File: config.mk
export PLATFORM = sky130hd
export DESIGN_NAME = einj_top
export DESIGN_NICKNAME = d
export VERILOG_FILES = /design/src/rtl/einj_pkg.sv /design/src/rtl/einj_group_slot.sv /design/src/rtl/einj_arbiter.sv /design/src/rtl/einj_top.sv
export SDC_FILE = /design/constraint.sdc
export NUM_CORES = 1
export LEC_CHECK = 0
export ABC_AREA = 1
export BUFFER_PORTS_ARGS = -buffer_cell sky130_fd_sc_hd__buf_2
export CAP_MARGIN = 15
export CORE_AREA = 2 2 177 179
export DETAILED_ROUTE_END_ITERATION = 7
export DIE_AREA = 0 0 179 181
export PLACE_DENSITY_LB_ADDON = 0.05
export SLEW_MARGIN = 0
export SYNTH_ARGS = -nofsm -noshare
export SYNTH_HDL_FRONTEND = slang
export SYNTH_HIERARCHICAL = 1
export SYNTH_SLANG_ARGS = --single-unit
export TNS_END_PERCENT = 50
File: constraint.sdc
create_clock -name clk -period 2.5 [get_ports clk]
set_input_delay 0.125 -clock clk [delete_from_list [all_inputs] [get_ports clk]]
set_output_delay 0.125 -clock clk [all_outputs]
set_load 0.01 [all_outputs]
File: src/rtl/einj_pkg.sv
`timescale 1ns/1ps
package einj_pkg;
  localparam int NUM_GRP   = 6;
  localparam int GRP_W     = $clog2(NUM_GRP);
  localparam int ADDR_W    = 8;
  localparam int DATA_W    = 32;
  localparam int CNT_W     = 8;
  localparam int TYPE_MAXW = 4;
  localparam int VC_W      = 3;
  localparam int OFS_W     = 13;
  localparam int CNT_LSB   = 0;
  localparam int TYPE_LSB  = 8;
  localparam int VC_LSB    = 12;
  localparam int OFS_LSB   = 16;
  localparam logic [ADDR_W-1:0] START_ADDR = 8'h30;
  localparam logic [ADDR_W-1:0] CTRL_BASE  = 8'h34;
  localparam logic [OFS_W-1:0]  OFS_NEG_EDGE = 13'h1000;

  typedef struct packed {
    logic [OFS_W-1:0]     ofs;
    logic [VC_W-1:0]      vc;
    logic [TYPE_MAXW-1:0] typ;
    logic [CNT_W-1:0]     cnt;
  } grp_cfg_t;

  function automatic int type_width(input int g);
    case (g)
      0:       return 4;
      2:       return 2;
      3, 4:    return 3;
      default: return 1;
    endcase
  endfunction

  function automatic bit has_offset(input int g);
    return (g == 1) || (g == 4);
  endfunction

  function automatic bit has_vc(input int g);
    return g == 4;
  endfunction

  function automatic logic [DATA_W-1:0] cfg_to_word(input grp_cfg_t c);
    return {3'b000, c.ofs, 1'b0, c.vc, c.typ, c.cnt};
  endfunction
endpackage

File: src/rtl/einj_group_slot.sv
`timescale 1ns/1ps
module einj_group_slot
  import einj_pkg::*;
#(
  parameter int GRP = 0
) (
  input  logic              clk,
  input  logic              rst_n,
  input  logic              cfg_we,
  input  logic [DATA_W-1:0] wdata,
  input  logic              start,
  input  logic              take,
  output grp_cfg_t          cfg,
  output logic              active,
  output logic              req_ok
);
  localparam int TW = type_width(GRP);
  localparam logic [TYPE_MAXW-1:0] TMASK = TYPE_MAXW'((1 << TW) - 1);

  grp_cfg_t         cfg_nx;
  logic [CNT_W-1:0] remain, remain_nx;
  logic             active_nx;
  logic             cnt_en;
  logic [OFS_W-1:0] ofs_raw;
  logic             unused_bits;

  assign unused_bits = ^{wdata[31:29], wdata[15]};
  assign ofs_raw     = wdata[OFS_LSB +: OFS_W];

  // decode of a control write: mask type, clip offset, drop absent fields
  always_comb begin
    cfg_nx.cnt = wdata[CNT_LSB +: CNT_W];
    cfg_nx.typ = wdata[TYPE_LSB +: TYPE_MAXW] & TMASK;
    if (has_offset(GRP))
      cfg_nx.ofs = (ofs_raw == OFS_NEG_EDGE) ? OFS_NEG_EDGE + 13'd1 : ofs_raw;
    else
      cfg_nx.ofs = '0;
    cfg_nx.vc = has_vc(GRP) ? wdata[VC_LSB +: VC_W] : '0;
  end

  // arm / consume / self-clear
  always_comb begin
    active_nx = active;
    remain_nx = remain;
    if (start) begin
      active_nx = 1'b1;
      remain_nx = cfg.cnt;
    end else if (active) begin
      if (remain == '0) begin
        active_nx = 1'b0;
      end else if (take) begin
        remain_nx = remain - 1'b1;
        if (remain == CNT_W'(1)) active_nx = 1'b0;
      end
    end
  end

  assign cnt_en = start | active;
  assign req_ok = active && (remain != '0);

  always_ff @(posedge clk or negedge rst_n) begin
    if (!rst_n) begin
      cfg    <= '0;
      active <= 1'b0;
      remain <= '0;
    end else begin
      if (cfg_we) cfg <= cfg_nx;
      if (cnt_en) begin
        active <= active_nx;
        remain <= remain_nx;
      end
    end
  end

  // the arbiter only serves a group that is armed and has credit
  assert_take_needs_credit_R9: assert property (@(posedge clk) disable iff (!rst_n)
    take |-> (active && remain != '0));
  // an armed group with no count left drops out on the next edge
  assert_zero_count_clears_R5: assert property (@(posedge clk) disable iff (!rst_n)
    (active && remain == '0 && !start) |=> !active);
  // a field update never disturbs the running count
  assert_write_keeps_count_R6: assert property (@(posedge clk) disable iff (!rst_n)
    (cfg_we && !start && !take) |=> remain == $past(remain));
  // the stored offset never holds the excluded value
  assert_offset_in_range_R8: assert property (@(posedge clk) disable iff (!rst_n)
    cfg.ofs != OFS_NEG_EDGE);
endmodule

File: src/rtl/einj_arbiter.sv
`timescale 1ns/1ps
module einj_arbiter
  import einj_pkg::*;
(
  input  logic                 clk,
  input  logic                 rst_n,
  input  logic [NUM_GRP-1:0]   req,
  input  grp_cfg_t             cfg_all [NUM_GRP],
  output logic [NUM_GRP-1:0]   grant,
  output logic                 stb,
  output logic [GRP_W-1:0]     grp,
  output logic [TYPE_MAXW-1:0] typ,
  output logic [OFS_W-1:0]     ofs,
  output logic [VC_W-1:0]      vc
);
  logic [GRP_W-1:0]     grp_nx;
  logic [TYPE_MAXW-1:0] typ_nx;
  logic [OFS_W-1:0]     ofs_nx;
  logic [VC_W-1:0]      vc_nx;
  logic                 any_req;

  // fixed priority: lowest group number wins
  always_comb begin
    grant  = '0;
    grp_nx = '0;
    typ_nx = '0;
    ofs_nx = '0;
    vc_nx  = '0;
    for (int g = NUM_GRP - 1; g >= 0; g--) begin
      if (req[g]) begin
        grant    = '0;
        grant[g] = 1'b1;
        grp_nx   = GRP_W'(g);
        typ_nx   = cfg_all[g].typ;
        ofs_nx   = cfg_all[g].ofs;
        vc_nx    = cfg_all[g].vc;
      end
    end
  end

  assign any_req = |req;

  always_ff @(posedge clk or negedge rst_n) begin
    if (!rst_n) begin
      stb <= 1'b0;
      grp <= '0;
      typ <= '0;
      ofs <= '0;
      vc  <= '0;
    end else begin
      stb <= any_req;
      if (any_req) begin
        grp <= grp_nx;
        typ <= typ_nx;
        ofs <= ofs_nx;
        vc  <= vc_nx;
      end
    end
  end

  // at most one group is served per cycle
  assert_single_grant_R7: assert property (@(posedge clk) disable iff (!rst_n)
    $onehot0(grant));
  // any eligible request yields a strobe on the next cycle
  assert_strobe_follows_req_R4: assert property (@(posedge clk) disable iff (!rst_n)
    any_req |=> stb);
endmodule

File: src/rtl/einj_top.sv
`timescale 1ns/1ps
module einj_top
  import einj_pkg::*;
(
  input  logic        clk,
  input  logic        rst_n,
  input  logic        wr_en,
  input  logic [7:0]  addr,
  input  logic [31:0] wdata,
  output logic [31:0] rdata,
  input  logic [5:0]  evt,
  output logic        inj_stb,
  output logic [2:0]  inj_grp,
  output logic [3:0]  inj_type,
  output logic [12:0] inj_ofs,
  output logic [2:0]  inj_vc
);
  grp_cfg_t           cfg_all [NUM_GRP];
  logic [NUM_GRP-1:0] active, req_ok, req, grant, start, cfg_we;

  for (genvar g = 0; g < NUM_GRP; g++) begin : g_slot
    localparam logic [ADDR_W-1:0] MY_ADDR = CTRL_BASE + ADDR_W'(4 * g);
    assign start[g]  = wr_en && (addr == START_ADDR) && wdata[g];
    assign cfg_we[g] = wr_en && (addr == MY_ADDR);
    assign req[g]    = evt[g] && req_ok[g];

    einj_group_slot #(.GRP(g)) u_slot (
      .clk    (clk),
      .rst_n  (rst_n),
      .cfg_we (cfg_we[g]),
      .wdata  (wdata),
      .start  (start[g]),
      .take   (grant[g]),
      .cfg    (cfg_all[g]),
      .active (active[g]),
      .req_ok (req_ok[g])
    );
  end

  einj_arbiter u_arb (
    .clk     (clk),
    .rst_n   (rst_n),
    .req     (req),
    .cfg_all (cfg_all),
    .grant   (grant),
    .stb     (inj_stb),
    .grp     (inj_grp),
    .typ     (inj_type),
    .ofs     (inj_ofs),
    .vc      (inj_vc)
  );

  always_comb begin
    rdata = '0;
    if (addr == START_ADDR) rdata = DATA_W'(active);
    for (int g = 0; g < NUM_GRP; g++)
      if (addr == CTRL_BASE + ADDR_W'(4 * g)) rdata = cfg_to_word(cfg_all[g]);
  end

  // offset and channel are zero for groups that do not carry them
  assert_plain_group_no_offset_R8: assert property (@(posedge clk) disable iff (!rst_n)
    (inj_stb && inj_grp != 3'd1 && inj_grp != 3'd4) |-> (inj_ofs == '0));
  assert_channel_only_group4_R8: assert property (@(posedge clk) disable iff (!rst_n)
    (inj_stb && inj_grp != 3'd4) |-> (inj_vc == '0));
  // a strobe only names a group that exists
  assert_group_in_range_R4: assert property (@(posedge clk) disable iff (!rst_n)
    inj_stb |-> (inj_grp < 3'(NUM_GRP)));
endmodule

* After elaboration in Yosys (flattened, before gate mapping)
Index checks and enable logic that the tools add are counted. Widths: inputs -> output; s select.
Cells by class: $add $sub $neg 6, equality and inequality tests 20, muxes and demuxes 90, bitwise operators 6, reductions and logical operators 56
Operators with widths (count):
- $mux 32 | 6
- $mux 8 | 24
- $mux 13 | 6
- $eq 8x1->1 const B | 6
- $logic_not 8->1 | 6
- $reduce_bool 8->1 | 6
- $sub 8x1->8 const B | 6
- $mux 3 | 15
- $mux 6 | 7
- $eq 8x6->1 const B | 4
- $mux 1 | 31
- $logic_and 1x1->1 | 25
- $eq 8x7->1 const B | 3
- $reduce_and 4->1 | 6
- $reduce_bool 2->1 | 12
- $eq 13x13->1 const B | 1
- $ne 2x1->1 const B | 6
- $or 1x1->1 | 6
- $reduce_or 6->1 | 1
- $mux 4 | 1
Word-level totals: register bits after elaboration 169, input bits 49, output and inout port bits 56, logic and storage cells 210

* Logic depth before layout (Yosys ltp)
Gate-level depths: netlist of run 1.
depth after elaboration 13, mapped depth 17, gate-level depth less buffers 16

* Cells and area by module
The synthesis of run 1 kept the hierarchy.
Modules (own cells, without submodules):
- einj_arbiter | times used 1, cells each 371, area an instance 2109.5 um^2, seq. area each 600.6 um^2
- einj_top | times used 1, cells each 370, area an instance 1771.7 um^2, seq. area each 0.0 um^2
- einj_group_slot (g_slot[4].u_slot) | times used 1, cells each 220, area an instance 1742.9 um^2, seq. area each 900.9 um^2
- einj_group_slot (g_slot[1].u_slot) | times used 1, cells each 206, area an instance 1571.5 um^2, seq. area each 775.7 um^2
- einj_group_slot (g_slot[0].u_slot) | times used 1, cells each 147, area an instance 1238.7 um^2, seq. area each 525.5 um^2
- einj_group_slot (g_slot[3].u_slot) | times used 1, cells each 138, area an instance 1222.4 um^2, seq. area each 500.5 um^2
- einj_group_slot (g_slot[2].u_slot) | times used 1, cells each 137, area an instance 1193.6 um^2, seq. area each 475.5 um^2
- einj_group_slot (g_slot[5].u_slot) | times used 1, cells each 138, area an instance 1151.1 um^2, seq. area each 450.4 um^2

* Worst setup path after synthesis of run 1
Ideal clock, no wire load.
kind flip-flop to flip-flop, from register g_slot[2].u_slot.remain[0], to register g_slot[4].u_slot.remain[3], library setup time 0.069 ns, arrival 2.150 ns, data required time 2.431 ns, setup slack 0.281 ns, cell stages (with the launch flop) 16, buffers on the path 1, period minus slack after synthesis 2.219 ns, cell sequence dfrtp_1 > inv_1 > ha_1 > nand2_2 > nor2_1 > nor2_1 > nand2_1 > inv_1 > nor2_4 > nand2_4 > buf_6 > nor2_1 > inv_1 > nor3_2 > nand3_1 > nand3_1
Between the ends: longest elaborated chain between the ends 8
RTL lines:
- start, declared | RTL line einj_group_slot.sv:21 | logic [CNT_W-1:0] remain, remain_nx;
- start signal, assigned | RTL line einj_group_slot.sv:70 | remain <= remain_nx;
- $reduce_bool 8->1 | RTL line einj_group_slot.sv:59 | assign req_ok = active && (remain != '0);
- $logic_and 1x1->1 | RTL line einj_group_slot.sv:59
- named net req_ok[2] | RTL line einj_top.sv:19 | logic [NUM_GRP-1:0] active, req_ok, req, grant, start, cfg_we;
- $logic_and 1x1->1 | RTL line einj_top.sv:25 | assign req[g] = evt[g] && req_ok[g];
- named net req[2] | RTL line einj_top.sv:19
- $mux 6 (3 in a row) | RTL line einj_arbiter.sv:30 | if (req[g]) begin
- named net grant[4] | RTL line einj_top.sv:19
- $reduce_bool 2->1 (no line)
- $reduce_and 4->1 (no line)
- end signal, assigned | RTL line einj_group_slot.sv:70
- end, declared | RTL line einj_group_slot.sv:21
The timed path passes the listed nets, and every way through them passes these cells. A chain may end at the register's enable or synchronous reset.

* Worst setup path in the final report of run 1
from register g_slot[2].u_slot.remain[1], to register g_slot[3].u_slot.remain[7]
Between the ends: longest elaborated chain between the ends 8
RTL lines (RTL line):
- $reduce_bool 8->1 | einj_group_slot.sv:59
- $logic_and 1x1->1 | einj_group_slot.sv:59
- named net req_ok[2] | einj_top.sv:19
- $logic_and 1x1->1 | einj_top.sv:25
- named net req[2] | einj_top.sv:19
- $mux 6 (3 in a row) | einj_arbiter.sv:30
- named net grant[3] | einj_top.sv:19
- $reduce_bool 2->1 (no line)
- $reduce_and 4->1 (no line)
- end signal, assigned | einj_group_slot.sv:70
- end, declared | einj_group_slot.sv:21
The timed path passes the listed nets, and every way through them passes these cells.

==> results of run 1 <==
## area by class of cell
cell class / instances / area [µm²]
repair buffers: 181 / 1262
fillers: 3219 / 16730
clock inverters: 12 / 107.6
multi-input cells: 1308 / 6416
well taps: 396 / 495.5
inverters: 175 / 659.4
clock buffers: 20 / 446.7
flip-flops and latches: 169 / 4229
## placed cells by master, fill, tap and decap left out, drive strengths merged
master and instances:
ha 18, nand2 590, nand3 220, dfrtp 169, conb 81, nor2 206
nor4 3, o21ai 72, nor3 19, o211ai 1, a31oi 1, a22oi 1
mux2 39, clkinv 4, inv 181, dlygate4sd3 25, xnor2 6, buf 156
xor2 5, clkbuf 20, nand3b 1, nand4 35, a21oi 10, clkinvlp 2
## path summary, 6_finish.rpt
check,from,end,slack (ps),cells past startpoint
max,g_slot[2].u_slot/remain[1],g_slot[3].u_slot/remain[7],210,15
min,wdata[2],g_slot[1].u_slot/cfg[2],20,3
max reg2reg,g_slot[2].u_slot/remain[1],g_slot[3].u_slot/remain[7],210,15
min reg2reg,g_slot[1].u_slot/cfg[27],g_slot[1].u_slot/cfg[27],500,2
max in group asynchronous,rst_n,u_arb/ofs[0],1460,3
min in group asynchronous,rst_n,g_slot[3].u_slot/remain[6],280,2
## what timing repair did
action                                  CTS  global route
endpoints found under the setup margin    0            27
hold endpoints to repair                106             0
hold buffers                             25             0
resized for setup                         0            13
## state kept, by name, summed over array words and instances (netlist names)
name,cells
u_arb/ofs,13
g_slot.u_slot/active,6
u_arb/vc,3
u_arb/stb,1
g_slot.u_slot/remain,48
g_slot.u_slot/cfg,91
u_arb/typ,4
u_arb/grp,3
## cell families (layout without fill, tap and decap cells)
| kind of cell | Yosys count | in the layout | synth area share |
|---|---|---|---|
| muxes | 39 | 39 | 0.03659 |
| other | 7 | 81 | 0.002190 |
| DFF | 169 | 169 | 0.3524 |
| buffers and inverters | 324 | 388 | 0.1410 |
| adders and majority gates | 18 | 18 | 0.01877 |
| AOI/OAI and AO/OA | 85 | 85 | 0.03878 |
| and+or+nand+nor | 1074 | 1074 | 0.4023 |
| xor gates and xnor gates | 11 | 11 | 0.008027 |
## where the power goes
part / internal, mW / total (mW) / switching [mW]
Combinational: 0.661 / 1.69 / 1.03
Sequential: 3.09 / 3.36 / 0.269
Clock: 1.33 / 2.61 / 1.28
Total: 5.08 / 7.66 / 2.58
## critical path: stages, from the launching register on
cell,delay (ps)
dfrtp_1,380
inv_1,130
ha_1,180
nand2_2,80
nor2_2,150
nor2_1,80
nand2_1,60
inv_1,90
inv_1,170
nand2_1,120
nor2_1,120
buf_4,160
inv_1,60
nor3_2,250
nand3_1,120
nand3_1,80
## layer usage
| layer | up-vias | wire length [µm] | track usage |
|---|---|---|---|
| li1 | 5544 | - | - |
| met1 | 5062 | 18490 | 0.3536 |
| met2 | 223 | 16360 | 0.3549 |
| met3 | 29 | 1731 | 0.03577 |
| met4 | 0 | 533 | 0.06114 |
| met5 | - | 0 | 0 |
==> flow_summary.ini, run 1 <==
[drt]
routedWlPerCell_um = 16.41
dr.pass1.iters = 5
vias_per_cell = 4.802
first_iter_violations = 737
vias = 10860
wl_um = 37110
ant_nets = 0
drc = 0

[logic_synthesis]
avgSynthCellArea_um2 = 6.949
synth_top_area_frac = 0.3524
synthArstFlopShare = 1.000
synth_area_leaders = dfrtp_1 35%, nand2_1 17%, nand3_1 8.8%
synth_edf_count = 0
synth_cell_types = 38
synth_most_common_cell = nand2_1
synth_area_um2 = 12000
ys_warn_count = 6
synth_flop_cell = dfrtp_1
synth_cells = 1727
synthTopCellsByCount = 553 x nand2_1, 211 x nand3_1, 192 x nor2_1
yosysTopAreaCell = dfrtp_1
seq_area_frac_synth = 0.3524
ys_ff_latch = 169

[global_routing]
grt_max_degree = 68
grt_pass1_vias = 10160
antenna_found_initial = 0
grt_pass1_wl_um = 58240
grt_use_total = 0.2367
overflow = 0

[placed_design]
place_congestion = 0.8532
port_buffers = 96
placedCellCount = 2204
dp_slack_ps = 51.26
post-dp-hpwl_um = 26060
dpl_cell_area_um2 = 12780

[finish]
design_area_um2 = 13620
stdcell_count = 2261
antenna_cells = 0
fin_util = 0.4487
drive_above_1_share = 0.1807
nNetsFinal = 1919
area_growth_pct = 13.46

[worst_hold_path]
min_path_type = in -> reg

[sta]
fmax_ghz = 0.4362
setup_slack_ps = 207.4
period_needed_ps = 2293
hold_viol_final = 0
rsz0062_at_grt = false
finalSetupTns_ps = 0
report.final.slew_viol_count = 0
max_slew.worst_pin.slew_ps = 1063
maxSlewHeadroom = 0.2909
finalClockSkew_ps = 14.97
finalSetupViolCount = 0
fin_hold_ws_ps = 15.70
fin_crit_sh = 0.9170

[cts]
clkTransAtPathRegs_ps = 70
cts_setup_buffers = 0
cts.sinks = 169
numCtsBuffers = 17
htreeDepth = 4
cts.path.max_buffers = 2
worst_skew_pair.late_latency_ps = 450
cts_tree = yes
root_buffer = clkbuf_16

[floorplanning]
die_area_um2 = 32400
core_um2 = 30350
die_x_um = 179
die_height_um = 181
start_util = 0.3954
io_pins = 105
rows = 64

[outcome]
status = finished clean

[worst_setup_path]
critical_path_class = reg -> reg
startpoint_type = register
cp_max_fo = 4
cp.required_ps = 2880
endpoint_kind = register
arrival_ps = 2670

[power]
max-vdd-ir-drop_mv = 0.3859
power_density_nw_per_um2 = 562.4
leakage_nw = 7.052
finalPower_mw = 7.658

[flow_run]
max-cap-violations = 0
No activity file was read; power rests on OpenSTA's default activity.
==> run 2: changes to the inputs <==
Settings changed: REMOVE_ABC_BUFFERS from default to 1.
==> run 2 against run 1 <==
Largest cell class unchanged. Via count down 0.41%. Fmax is 2.6% lower. Largest power group unchanged. Critical path depth is the same. Clock skew shrank 5.2 ps. Hold slack better by 11 ps. Critical path type unchanged. Core utilization barely moved. Clock-buffer cell count shrank 2. Sequential share of layout area about the same. Wire length is 0.41% lower.
==> flow_summary.ini, run 2 (synthesis gave the netlist of run 1 again) <==
[floorplanning]
rows = 64
core_um2 = 30350
die_height_um = 181
start_util = 0.3954
die_area_um2 = 32400
die_x_um = 179
io_pins = 105

[global_routing]
antenna_found_initial = 0
grt_use_total = 0.2325
overflow = 0
grt_pass1_wl_um = 57880
grt_max_degree = 54
grt_pass1_vias = 10150

[drt]
routedWlPerCell_um = 16.37
ant_nets = 0
dr.pass1.iters = 5
vias = 10810
vias_per_cell = 4.789
first_iter_violations = 688
wl_um = 36960
drc = 0

[power]
finalPower_mw = 7.759
pwr-share-comb = 0.216
max-vdd-ir-drop_mv = 0.4078
power_frac_clock = 0.352
leakage_nw = 7.065
power_density_nw_per_um2 = 569.3
switching_power_mw = 2.525
p_sw_frac = 0.3255
sequentialPowerShare = 0.431
internal-power_mw = 5.233

[worst_setup_path]
cp_max_fo = 6
cp.required_ps = 2880
critical_path_class = reg -> reg
cp_slowest_cell = dfrtp_1
endpoint_kind = register
cp-startpoint = g_slot[3].u_slot/remain[0]
path_cells = inv_1 -> ha_1 -> nand2_2 -> nor2_2 -> nor2_1 -> nand2_1 -> inv_1 -> buf_4 -> nand2_1 -> nor2_1 -> buf_4 -> inv_1 -> nor3_4 -> nand3_1 -> nand3_1
worstSetupEndpoint = g_slot[3].u_slot/remain[4]
startpoint_type = register
regToRegStartpoint = g_slot[3].u_slot/remain[0]
arrival_ps = 2730
rrSetupSlack_ps = 150
r2r-end = g_slot[3].u_slot/remain[4]
reg2regPathDepth = 15
cp_common_cell = inv_1
cp_slowest_stage_delay_ps = 360

[sta]
max_slew.worst_pin.slew_ps = 980.7
finalSetupTns_ps = 0
rsz0062_at_grt = true
fin_hold_ws_ps = 26.88
period_needed_ps = 2355
finalClockSkew_ps = 9.734
fmax_ghz = 0.4247
maxSlewHeadroom = 0.3455
hold_viol_final = 0
report.final.slew_viol_count = 0
fin_crit_sh = 0.9419
setup_slack_ps = 145.3
finalSetupViolCount = 0

[finish]
fillers = 3197
antenna_cells = 0
area_growth_pct = 13.55
regMostFlops = g_slot.u_slot/cfg
largest_reg_flops = 91
reg_top3 = g_slot.u_slot/cfg (91), g_slot.u_slot/remain (48), u_arb/ofs (13)
design_area_um2 = 13630
fin_util = 0.4490
final_cell_mix = 553 x nand2_1, 211 x nand3_1, 186 x nor2_1
drive_above_1_share = 0.1794
final_common_cell = nand2_1
stdcell_count = 2258
nNetsFinal = 1917

[placed_design]
dpl_cell_area_um2 = 12750
post-dp-hpwl_um = 26040
place_congestion = 0.8197
dp_slack_ps = 110.2
placedCellCount = 2203
port_buffers = 96

[cts]
root_buffer = clkbuf_16
cts_tree = yes
numCtsBuffers = 17
cts_setup_buffers = 0
cts.sinks = 169
worst_skew_pair.late_latency_ps = 440
clkTransAtPathRegs_ps = 70
htreeDepth = 4
cts.path.max_buffers = 2

[outcome]
status = finished clean

[flow_run]
max-cap-violations = 0

[worst_hold_path]
min_path_type = in -> reg
holdCritStartpoint = wdata[6]
-- run 2: changes by cell type in the layout (fill, tap and decap cells not counted), sizes merged, moves of 2 or more --
cell / previous run / this run
buf: 156 / 154
bufinv: 0 / 2
clkinv: 4 / 2
clkinvlp: 2 / 5
dlygate4sd3: 25 / 23
inv: 181 / 179
-- run 2: worst min-delay path by stage --
stage | end | cells after the start
4_1_cts | g_slot[1].u_slot/cfg[0] | 3
6_report | g_slot[4].u_slot/cfg[6] | 3
3_3_place_gp | g_slot[4].u_slot/remain[5] | 1
3_5_place_dp | g_slot[4].u_slot/remain[5] | 1
2_1_floorplan | g_slot[0].u_slot/active | 0
5_1_grt | g_slot[1].u_slot/cfg[3] | 3
-- run 2: what timing repair did --
action                                  4_1_cts  5_1_grt
hold endpoints to repair                     91        0
gates resized for setup                       0       13
endpoints found under the setup margin        0       37
hold buffers                                 23        0
-- run 2: power groups by stage --
stage	Sequential (mW)	Combinational [mW]	Clock, mW
after floorplan	3.44	0.921	0
after global placement	3.40	1.62	0
after detailed placement	3.40	1.63	0
after CTS	3.35	1.67	2.81
after global routing	3.40	1.90	2.89
final	3.35	1.68	2.73
-- run 2: layout make-up --
cell class              instances  area, µm²  area share
clock buffers                  18      439.2     0.03223
clock inverters                13      142.6     0.01047
inverters                     175      659.4     0.04838
multi-input cells            1309       6450      0.4733
flip-flops and latches        169       4229      0.3103
well taps                     396      495.5     0.03636
repair buffers                178       1212     0.08896
-- run 2: per-layer routing --
| layer | up-vias | global-route usage | part of all wire | routed length (µm) |
|---|---|---|---|---|
| li1 | 5536 | - | - | - |
| met1 | 4985 | 0.3492 | 0.50 | 18360 |
| met2 | 266 | 0.3514 | 0.44 | 16220 |
| met3 | 26 | 0.03114 | 0.050 | 1862 |
| met4 | 0 | 0.05528 | 0.014 | 515 |
| met5 | - | 0 | 0 | 0 |
-- run 2: worst max-delay path, delay by kind of cell (launching register included) --
| kind | cells | cell delay (ps) |
|---|---|---|
| simple gates | 9 | 990 |
| buf+inv | 5 | 720 |
| flops | 1 | 360 |
| fa+ha+maj | 1 | 210 |
